--- config.mk ---
export PLATFORM = sky130hd
export DESIGN_NAME = tx_request_prioritizer
export DESIGN_NICKNAME = d
export VERILOG_FILES = /design/src/rtl/txp_pkg.sv /design/src/rtl/txp_fifo_pick.sv /design/src/rtl/txp_txq_pick.sv /design/src/rtl/txp_retry.sv /design/src/rtl/tx_request_prioritizer.sv
export SDC_FILE = /design/constraint.sdc
export NUM_CORES = 1
export LEC_CHECK = 0
export ABC_CLOCK_PERIOD_IN_PS = 28100
export BUFFER_PORTS_ARGS = -buffer_cell sky130_fd_sc_hd__buf_2
export CORE_ASPECT_RATIO = 1.5
export CORE_UTILIZATION = 60
export CTS_CLUSTER_SIZE = 16
export DETAILED_ROUTE_END_ITERATION = 8
export GPL_TIMING_DRIVEN = 0
export PLACE_DENSITY_LB_ADDON = 0.12
export RECOVER_POWER = 100
export SYNTH_ARGS = -nofsm -noshare
export SYNTH_HDL_FRONTEND = slang
export SYNTH_SLANG_ARGS = --single-unit
--- constraint.sdc ---
create_clock -name clk -period 28.1 [get_ports clk]
set_input_delay 1.405 -clock clk [delete_from_list [all_inputs] [get_ports clk]]
set_output_delay 1.405 -clock clk [all_outputs]
set_load 0.05 [all_outputs]
--- src/rtl/txp_pkg.sv ---
package txp_pkg;

  localparam int ID_W  = 29;
  localparam int STD_W = 11;
  localparam int KEY_W = ID_W + 1;

  typedef enum logic [1:0] {
    ST_IDLE  = 2'd0,
    ST_OFFER = 2'd1,
    ST_BUSY  = 2'd2
  } txp_state_e;

  localparam logic [1:0] RM_SINGLE = 2'b00;
  localparam logic [1:0] RM_THREE  = 2'b01;

  // Comparison key: identifier aligned to 29 bits, format bit as LSB so a
  // standard frame sorts ahead of an extended one with the same base.
  function automatic logic [KEY_W-1:0] txp_key(input logic [ID_W-1:0] id,
                                               input logic ext);
    if (ext) return {id, 1'b1};
    return {id[STD_W-1:0], {(ID_W-STD_W){1'b0}}, 1'b0};
  endfunction

endpackage

--- src/rtl/txp_fifo_pick.sv ---
module txp_fifo_pick #(
  parameter int NF = 8,
  parameter int PW = 5,
  parameter int IW = 3
) (
  input  logic [NF-1:0]    req,
  input  logic [NF*PW-1:0] prio,
  input  logic [NF-1:0]    blk,
  output logic             found,
  output logic [IW-1:0]    idx,
  output logic [PW-1:0]    best
);

  // Ascending scan with strict compare keeps the lowest number on a tie.
  always_comb begin
    found = 1'b0;
    idx   = '0;
    best  = '0;
    for (int i = 0; i < NF; i++) begin
      if (req[i] && !blk[i] && (!found || prio[i*PW +: PW] > best)) begin
        found = 1'b1;
        idx   = IW'(i);
        best  = prio[i*PW +: PW];
      end
    end
  end

endmodule

--- src/rtl/txp_txq_pick.sv ---
module txp_txq_pick
  import txp_pkg::*;
#(
  parameter int TQ = 4,
  parameter int IW = 3
) (
  input  logic [TQ-1:0]      valid,
  input  logic [TQ*ID_W-1:0] ids,
  input  logic [TQ-1:0]      ext,
  input  logic [TQ-1:0]      blk,
  output logic               found,
  output logic [IW-1:0]      idx
);

  logic [KEY_W-1:0] keys [TQ];

  for (genvar j = 0; j < TQ; j++) begin : g_key
    assign keys[j] = txp_key(ids[j*ID_W +: ID_W], ext[j]);
  end

  logic [KEY_W-1:0] best_key;

  always_comb begin
    found    = 1'b0;
    idx      = '0;
    best_key = '0;
    for (int j = 0; j < TQ; j++) begin
      if (valid[j] && !blk[j] && (!found || keys[j] < best_key)) begin
        found    = 1'b1;
        idx      = IW'(j);
        best_key = keys[j];
      end
    end
  end

endmodule

--- src/rtl/txp_retry.sv ---
module txp_retry
  import txp_pkg::*;
#(
  parameter int NS = 12,
  parameter int SW = 4
) (
  input  logic          clk,
  input  logic          rst_n,
  input  logic [NS-1:0] req,
  input  logic [1:0]    mode,
  input  logic          res_ok,
  input  logic          res_fail,
  input  logic [SW-1:0] cur,
  output logic [NS-1:0] blk,
  output logic          exh,
  output logic [SW-1:0] exh_src
);

  logic       unlimited;
  logic [1:0] limit;
  logic [NS-1:0] fire;

  assign unlimited = mode[1];
  assign limit     = (mode == RM_SINGLE) ? 2'd1 : 2'd3;

  for (genvar s = 0; s < NS; s++) begin : g_src
    logic [1:0] cnt;
    logic       blocked;
    logic       hit;

    assign hit     = (cur == SW'(s));
    assign fire[s] = hit && res_fail && req[s] && !unlimited &&
                     ((cnt + 2'd1) == limit);
    assign blk[s]  = blocked;

    always_ff @(posedge clk) begin
      if (!rst_n) begin
        cnt     <= '0;
        blocked <= 1'b0;
      end else if (!req[s]) begin
        cnt     <= '0;
        blocked <= 1'b0;
      end else if (hit && res_ok) begin
        cnt <= '0;
      end else if (fire[s]) begin
        cnt     <= '0;
        blocked <= 1'b1;
      end else if (hit && res_fail && !unlimited) begin
        cnt <= cnt + 2'd1;
      end
    end
  end

  always_ff @(posedge clk) begin
    if (!rst_n) begin
      exh     <= 1'b0;
      exh_src <= '0;
    end else begin
      exh     <= |fire;
      exh_src <= cur;
    end
  end

endmodule

--- src/rtl/tx_request_prioritizer.sv ---
module tx_request_prioritizer
  import txp_pkg::*;
#(
  parameter int NUM_FIFO  = 8,
  parameter int TXQ_SLOTS = 4,
  parameter int PRIO_W    = 5,
  localparam int MAX_N    = (NUM_FIFO > TXQ_SLOTS) ? NUM_FIFO : TXQ_SLOTS,
  localparam int IDX_W    = (MAX_N > 1) ? $clog2(MAX_N) : 1
) (
  input  logic                        clk,
  input  logic                        rst_n,
  input  logic [NUM_FIFO-1:0]         fifo_req,
  input  logic [NUM_FIFO*PRIO_W-1:0]  fifo_prio,
  input  logic [TXQ_SLOTS-1:0]        txq_valid,
  input  logic [TXQ_SLOTS*ID_W-1:0]   txq_id,
  input  logic [TXQ_SLOTS-1:0]        txq_ext,
  input  logic [PRIO_W-1:0]           txq_prio,
  input  logic [1:0]                  retry_mode,
  output logic                        sel_valid,
  input  logic                        sel_ready,
  output logic                        sel_from_txq,
  output logic [IDX_W-1:0]            sel_index,
  input  logic                        res_ok,
  input  logic                        res_fail,
  output logic                        exhaust_valid,
  output logic                        exhaust_from_txq,
  output logic [IDX_W-1:0]            exhaust_index
);

  localparam int NS = NUM_FIFO + TXQ_SLOTS;
  localparam int SW = (NS > 1) ? $clog2(NS) : 1;

  logic [NS-1:0] req_vec, blk;
  assign req_vec = {txq_valid, fifo_req};

  // FIFO candidate
  logic              f_found;
  logic [IDX_W-1:0]  f_idx;
  logic [PRIO_W-1:0] f_best;

  txp_fifo_pick #(.NF(NUM_FIFO), .PW(PRIO_W), .IW(IDX_W)) i_fifo_pick (
    .req   (fifo_req),
    .prio  (fifo_prio),
    .blk   (blk[NUM_FIFO-1:0]),
    .found (f_found),
    .idx   (f_idx),
    .best  (f_best)
  );

  // Queue candidate
  logic             q_found;
  logic [IDX_W-1:0] q_idx;

  txp_txq_pick #(.TQ(TXQ_SLOTS), .IW(IDX_W)) i_txq_pick (
    .valid (txq_valid),
    .ids   (txq_id),
    .ext   (txq_ext),
    .blk   (blk[NS-1:NUM_FIFO]),
    .found (q_found),
    .idx   (q_idx)
  );

  // Final merge: queue wins only on strictly higher priority
  logic             win_any, win_txq;
  logic [IDX_W-1:0] win_idx;
  logic [SW-1:0]    win_src;

  assign win_txq = q_found && (!f_found || txq_prio > f_best);
  assign win_any = f_found || q_found;
  assign win_idx = win_txq ? q_idx : f_idx;
  assign win_src = win_txq ? SW'(NUM_FIFO) + SW'(q_idx) : SW'(f_idx);

  // Offer / wait state machine
  txp_state_e       state;
  logic             cur_txq;
  logic [IDX_W-1:0] cur_idx;
  logic [SW-1:0]    cur_src;
  logic             cur_req;

  assign cur_req = req_vec[cur_src];

  always_ff @(posedge clk) begin
    if (!rst_n) begin
      state   <= ST_IDLE;
      cur_txq <= 1'b0;
      cur_idx <= '0;
      cur_src <= '0;
    end else begin
      unique case (state)
        ST_IDLE: if (win_any) begin
          state   <= ST_OFFER;
          cur_txq <= win_txq;
          cur_idx <= win_idx;
          cur_src <= win_src;
        end
        ST_OFFER: begin
          if (!cur_req)       state <= ST_IDLE;
          else if (sel_ready) state <= ST_BUSY;
        end
        ST_BUSY: if (res_ok || res_fail) state <= ST_IDLE;
        default: state <= ST_IDLE;
      endcase
    end
  end

  assign sel_valid    = (state == ST_OFFER) && cur_req;
  assign sel_from_txq = cur_txq;
  assign sel_index    = cur_idx;

  // Attempt tracking
  logic          busy;
  logic          exh;
  logic [SW-1:0] exh_src;

  assign busy = (state == ST_BUSY);

  txp_retry #(.NS(NS), .SW(SW)) i_retry (
    .clk      (clk),
    .rst_n    (rst_n),
    .req      (req_vec),
    .mode     (retry_mode),
    .res_ok   (res_ok && busy),
    .res_fail (res_fail && busy),
    .cur      (cur_src),
    .blk      (blk),
    .exh      (exh),
    .exh_src  (exh_src)
  );

  assign exhaust_valid    = exh;
  assign exhaust_from_txq = (exh_src >= SW'(NUM_FIFO));
  assign exhaust_index    = exhaust_from_txq ? IDX_W'(exh_src - SW'(NUM_FIFO))
                                             : IDX_W'(exh_src);

endmodule

==> reports/summary.txt, run 1 <==
Via count: 8555
Share of cells above drive strength 1: 22.9%
Vias per cell: 6.06
Largest cells by area after synthesis: ha_1 (20%), dfxtp_1 (12%), mux2_2 (8.5%)
Worst VDD drop: 0.0528 mV
Area Overhead vs Synth: 16.3%
Root Driver: clkbuf_16
Hold crit path type: register to register
Total chip power: 405 µW
Worst path most repeated cell: ha_1
First-pass DRT Iterations: 4
First-pass GRT wire length: 37300 µm
Site row count: 50
Tcrit/Tclk final: 53.2%
Placed Instances: 1402
Critical Path Max Stage Delay: 0.48 ns
Seq cells post-synth: 47
Predominant post-synthesis flop cell: dfxtp_1
Min cycle time layout: 14.94 ns
Cell variety after synth: 70
RSZ-0062 raised after global routing: false
Placer congestion estimate: 0.997
Worst skew pair latency: 0.29 ns
Fin worst setup slack: 13.16 ns
Setup TNS: 0 ns
Arrival @ worst endpoint: 15.16 ns
Initial antenna violation count: 2
Max-slew headroom: 36.0%
Power per cell area: 44.4 nW/µm²
Outcome: finished clean
Post-synth EDFFs: 0
Fin cells: 1412
Critical path type: input port to register
Die height: 142 µm
Post-synth top cells: nand2_1 (138), ha_1 (126), nor2_1 (95)
Clock transition at the registers of the reported paths: 0.07 ns
Initial Utilization: 62.1%
Pre-CTS setup slack: 13.33 ns
Maxcap violations: 0
DRC: 0
Synthesized area: 7840 µm²
Synthesized area per cell: 7.44 µm²
Sequential Area: 941 µm²
Num Clock Sinks: 47
TritonCTS clock tree: yes
Sequential share of the synthesized area: 12.0%
CP required: 28.33 ns
Leak: 4.24 nW
Cells after Synth: 1054
Setup bufs post-CTS: 0
Clock buffer depth: 2
Iteration-0 DRC Markers: 264
Tot GR Track Use: 35.2%
Slowest-stage cell, CP: mux2i_1
Die X: 95.4 µm
Largest net degree at the start of global routing: 16
DR WL/cell: 17.2 µm
CTS hold repair buffers: 0
Worst-margin pin slew: 0.957 ns
Ys async rst share: 0%
Die ar.: 13500 µm²
Final setup vio count: 0
Setup Skew: 0.00805 ns
Area leader, netlist: ha_1
Count leader, synth: nand2_1
Vias in the first global route: 8182
I/O pins: 194
CP Launch Type: input port
TritonCTS Buffers: 5
Area of the multi-input gates: 6490 µm²
Post-Syn Nets: 1364
Fillers: 1137
Yosys warns: 0
Critical-path maximum fanout: 10
Post-Route WL: 24300 µm
Final Max Slew Viols: 0
Grt total ovfl: 0
CP endpoint kind: register
Achievable Freq: 66.9 MHz
Synth top area share: 20.1%
Core region area: 12600 µm²
Final hold viol count: 0
DP HPWL: 20400 µm
IO Port Bufs: 192
Post-route ant nets: 0
Final nets: 1563
CTS H-tree depth: 2
Post_cts resized: 0
metrics by stage:
stage          instance area (µm²)  hold slack, ns  util, %
2_1_floorplan                 7840           0.428        -
6_report                      9130           0.462     72.2
5_1_grt                       9130           0.513     72.2
3_3_place_gp                  9000           0.446     71.2
4_1_cts                       9160           0.471     72.4
3_5_place_dp                  9000           0.453     71.2
report_power, final:
group / internal (mW) / switching [mW] / total (mW)
Sequential: 0.0709 / 0.00512 / 0.0760
Combinational: 0.107 / 0.160 / 0.268
Clock: 0.0356 / 0.0261 / 0.0616
metal layers:
| layer | up-vias | GRT usage (%) | part of all wire, % |
|---|---|---|---|
| met4 | 0 | 26.5 | 8.3 |
| met1 | 3927 | 34.1 | 35 |
| met3 | 101 | 4.97 | 6.0 |
| li1 | 4208 | - | - |
| met2 | 319 | 65.2 | 51 |
| met5 | - | 0 | 0 |
worst paths after layout:
check | startpoint | end | slack (ns) | depth (start not counted)
setup reg to reg | i_retry.g_src[0].blocked | sel_index[0] | 14.01 | 67
hold / removal | i_retry.g_src[10].blocked | i_retry.g_src[10].blocked | 0.46 | 2
setup / recovery | fifo_req[0] | sel_index[0] | 13.16 | 68
hold reg to reg | i_retry.g_src[10].blocked | i_retry.g_src[10].blocked | 0.46 | 2
cell usage in the layout (no fill, tap or decap), drive strengths merged, types with 6 or more instances in the layout:
master	instances
o211ai	12
or3b	12
inv	54
clkbuf	44
ha	126
o21ai	42
a31oi	10
nor3	11
mux2	62
o21a	7
nand4	17
a21oi	91
nor2	95
nand3	26
xnor2	12
nor4b	13
xor2	24
a221oi	7
nor2b	18
a21o	24
nand2b	14
and2	50
nor4	6
dfxtp	47
a211oi	11
or3	6
mux2i	12
and3	10
nand2	139
buf	196
area by class of cell:
| class | count | area share, % |
|---|---|---|
| antenna | 2 | 0.0548 |
| buffer | 42 | 2.04 |
| clock buffer | 6 | 1.52 |
| clock inverter | 2 | 0.178 |
| inverter | 54 | 2.22 |
| multi-input combinational | 911 | 71.2 |
| sequential | 47 | 10.3 |
| tap | 156 | 2.14 |
| timing repair buffer | 192 | 10.4 |
state kept, by name (all words and copies together), names as in the netlist:
register / cells
sel_index: 2
i_retry.g_src.blocked: 12
i_retry.exh: 1
i_retry.g_src.cnt: 24
cur_src: 1
i_retry.exh_src: 4
sel_from_txq: 1
state: 2
critical path, delay by kind of cell:
family | cells | cell delay [ns]
buffers and inverters | 7 | 1.40
and+or+nand+nor | 20 | 3.01
AOI/OAI and AO/OA | 32 | 6.46
muxes | 1 | 0.48
adders and majority gates | 8 | 2.39
logic make-up (layout without fill, tap and decap cells):
group	count (synthesis)	count (layout)	synth area share [%]
AO/OA/AOI/OAI	240	240	19.8
other	0	2	0
multiplexers	77	77	11.3
XOR/XNOR	36	36	4.02
buffers and inverters	96	296	4.98
adder cells (fa/ha/maj)	126	126	20.1
flip-flops	47	47	12.0
AND/OR/NAND/NOR	432	432	27.8
(Power assumes the default switching activity.)
==> run 2: changes to the inputs <==
- ABC_CLOCK_PERIOD_IN_PS: 28100 -> 13300
- CORE_UTILIZATION: 60 -> 51
- clock period: 28.1 -> 13.3 ns (I/O delays scaled with it)
==> reports/summary.txt, run 2 (same netlist as run 1, synthesis figures left out) <==
Placed Instances: 1445
CTS hold repair buffers: 0
CTS H-tree depth: 2
Worst-margin pin slew: 0.843 ns
First-pass GRT wire length: 37500 µm
Setup Skew: 0.00648 ns
Critical Path Max Stage Delay: 0.44 ns
DR WL/cell: 17.3 µm
Post-Route WL: 25500 µm
Placed inst area: 9050 µm²
Die ar.: 15900 µm²
Flop pwr share: 16.8%
Slowest-stage cell, CP: o41ai_2
Clock power share: 13.7%
Area of the multi-input gates: 6770 µm²
Share of cells above drive strength 1: 28.0%
Area Overhead vs Synth: 22.7%
Final nets: 1583
Hold crit path type: register to register
Critical path type: input port to register
CP endpoint kind: register
Achievable Freq: 77.3 MHz
Maxcap violations: 0
Num Clock Sinks: 47
Commonest non-fill, non-tap cell in the layout: buf_2
Final setup vio count: 0
Most flops, register: i_retry.g_src.cnt
Core region area: 15100 µm²
Worst skew pair latency: 0.29 ns
Vias per cell: 5.86
Largest net degree at the start of global routing: 16
Via count: 8625
Fillers: 1437
Combinational Power Share: 69.5%
Placer congestion estimate: 0.979
TritonCTS Buffers: 5
DP HPWL: 21000 µm
I/O pins: 194
Power per cell area: 98.8 nW/µm²
Site row count: 55
Most frequent cells in the layout: buf_2 (185), nand2_1 (137), ha_1 (121)
Fin area: 9630 µm²
Worst VDD drop: 0.0867 mV
Final Max Slew Viols: 0
Final hold viol count: 0
Post-route ant nets: 0
Min cycle time layout: 12.93 ns
Internal power: 508 µW
Tot GR Track Use: 30.7%
Outcome: finished clean
Critical-path maximum fanout: 10
Arrival @ worst endpoint: 13.15 ns
First-pass DRT Iterations: 5
Finished Core Util: 63.9%
Max-slew headroom: 43.3%
Vias in the first global route: 8144
Net Sw Power: 443 µW
Sequential Area: 941 µm²
Root Driver: clkbuf_16
Fin cells: 1473
Clock buffer depth: 2
Diodes inserted: 0
Setup TNS: 0 ns
DRC: 0
Die height: 154 µm
Iteration-0 DRC Markers: 328
Max reg flops: 24
Initial antenna violation count: 0
Regs by FF count: i_retry.g_src.cnt x24, i_retry.g_src.blocked x12, i_retry.exh_src x4
IO Port Bufs: 192
Total chip power: 951 µW
TritonCTS clock tree: yes
Clock transition at the registers of the reported paths: 0.07 ns
Leak: 4.40 nW
CP required: 13.52 ns
Sw Share: 46.5%
Initial Utilization: 52.0%
Tcrit/Tclk final: 97.2%
Die X: 103 µm
Grt total ovfl: 0
CP Launch Type: input port
-- run 2: cell types whose count changed in the layout (fill, tap and decap cells not counted), moves of 5 or more --
cell,before,now
a21oi_1,91,83
a21oi_2,0,8
buf_4,6,25
ha_1,126,121
ha_4,0,5
o21ai_0,38,30
o21ai_1,3,10
-- run 2: path summary, 6_finish.rpt --
kind	slack [ns]	end	cells past startpoint	from
max	0.37	sel_index[0]	69	fifo_req[0]
min	0.47	i_retry.g_src[2].blocked	2	i_retry.g_src[2].blocked
max reg2reg	0.48	sel_index[0]	68	i_retry.g_src[0].blocked
min reg2reg	0.47	i_retry.g_src[2].blocked	2	i_retry.g_src[2].blocked
-- run 2: repair_timing --
item,in CTS,in global routing
cloned,0,1
gates resized for setup,12,57
pin swaps,1,27
setup endpoints to repair,4,4
buffers inserted,1,19
-- run 2: power groups by stage --
| stage | registers [mW] | clock network (mW) | logic (mW) |
|---|---|---|---|
| after global placement | 0.162 | 0 | 0.559 |
| after global routing | 0.161 | 0.138 | 0.722 |
| final | 0.160 | 0.130 | 0.661 |
| after floorplan | 0.178 | 0 | 0.392 |
| after detailed placement | 0.162 | 0 | 0.566 |
| after CTS | 0.159 | 0.133 | 0.580 |
-- run 2: critical path: cells and delay by family --
family	cells	cell delay, ns
fa+ha+maj	8	2.20
buf+inv	5	0.69
compound gates	33	6.01
simple gates	22	3.27
mux	1	0.30
-- run 2: per-layer routing --
layer | wire [µm] | part of all wire, % | vias up | global-route usage, %
met5 | 0 | 0 | - | 0
met4 | 1780 | 7.0 | 0 | 18.8
met3 | 1140 | 4.5 | 89 | 2.27
met2 | 13600 | 53 | 317 | 59.7
met1 | 8980 | 35 | 3967 | 30.1
li1 | - | - | 4252 | -
-- run 2: metrics by stage --
| step | hold WS (ns) | setup slack, ns |
|---|---|---|
| 2_1_floorplan | 0.428 | 1.38 |
| 3_3_place_gp | 0.442 | -0.727 |
| 3_5_place_dp | 0.453 | -0.854 |
| 4_1_cts | 0.471 | 0.00300 |
| 5_1_grt | 0.502 | -0.236 |
| 6_report | 0.468 | 0.371 |
-- run 2: layout make-up --
cell class,instances,area share (%)
well taps,199,2.59
flip-flops and latches,47,9.77
plain buffers,41,2.14
inverters,54,2.11
repair buffers,213,11.5
multi-input cells,911,70.3
clock buffers,6,1.44
clock inverters,2,0.169
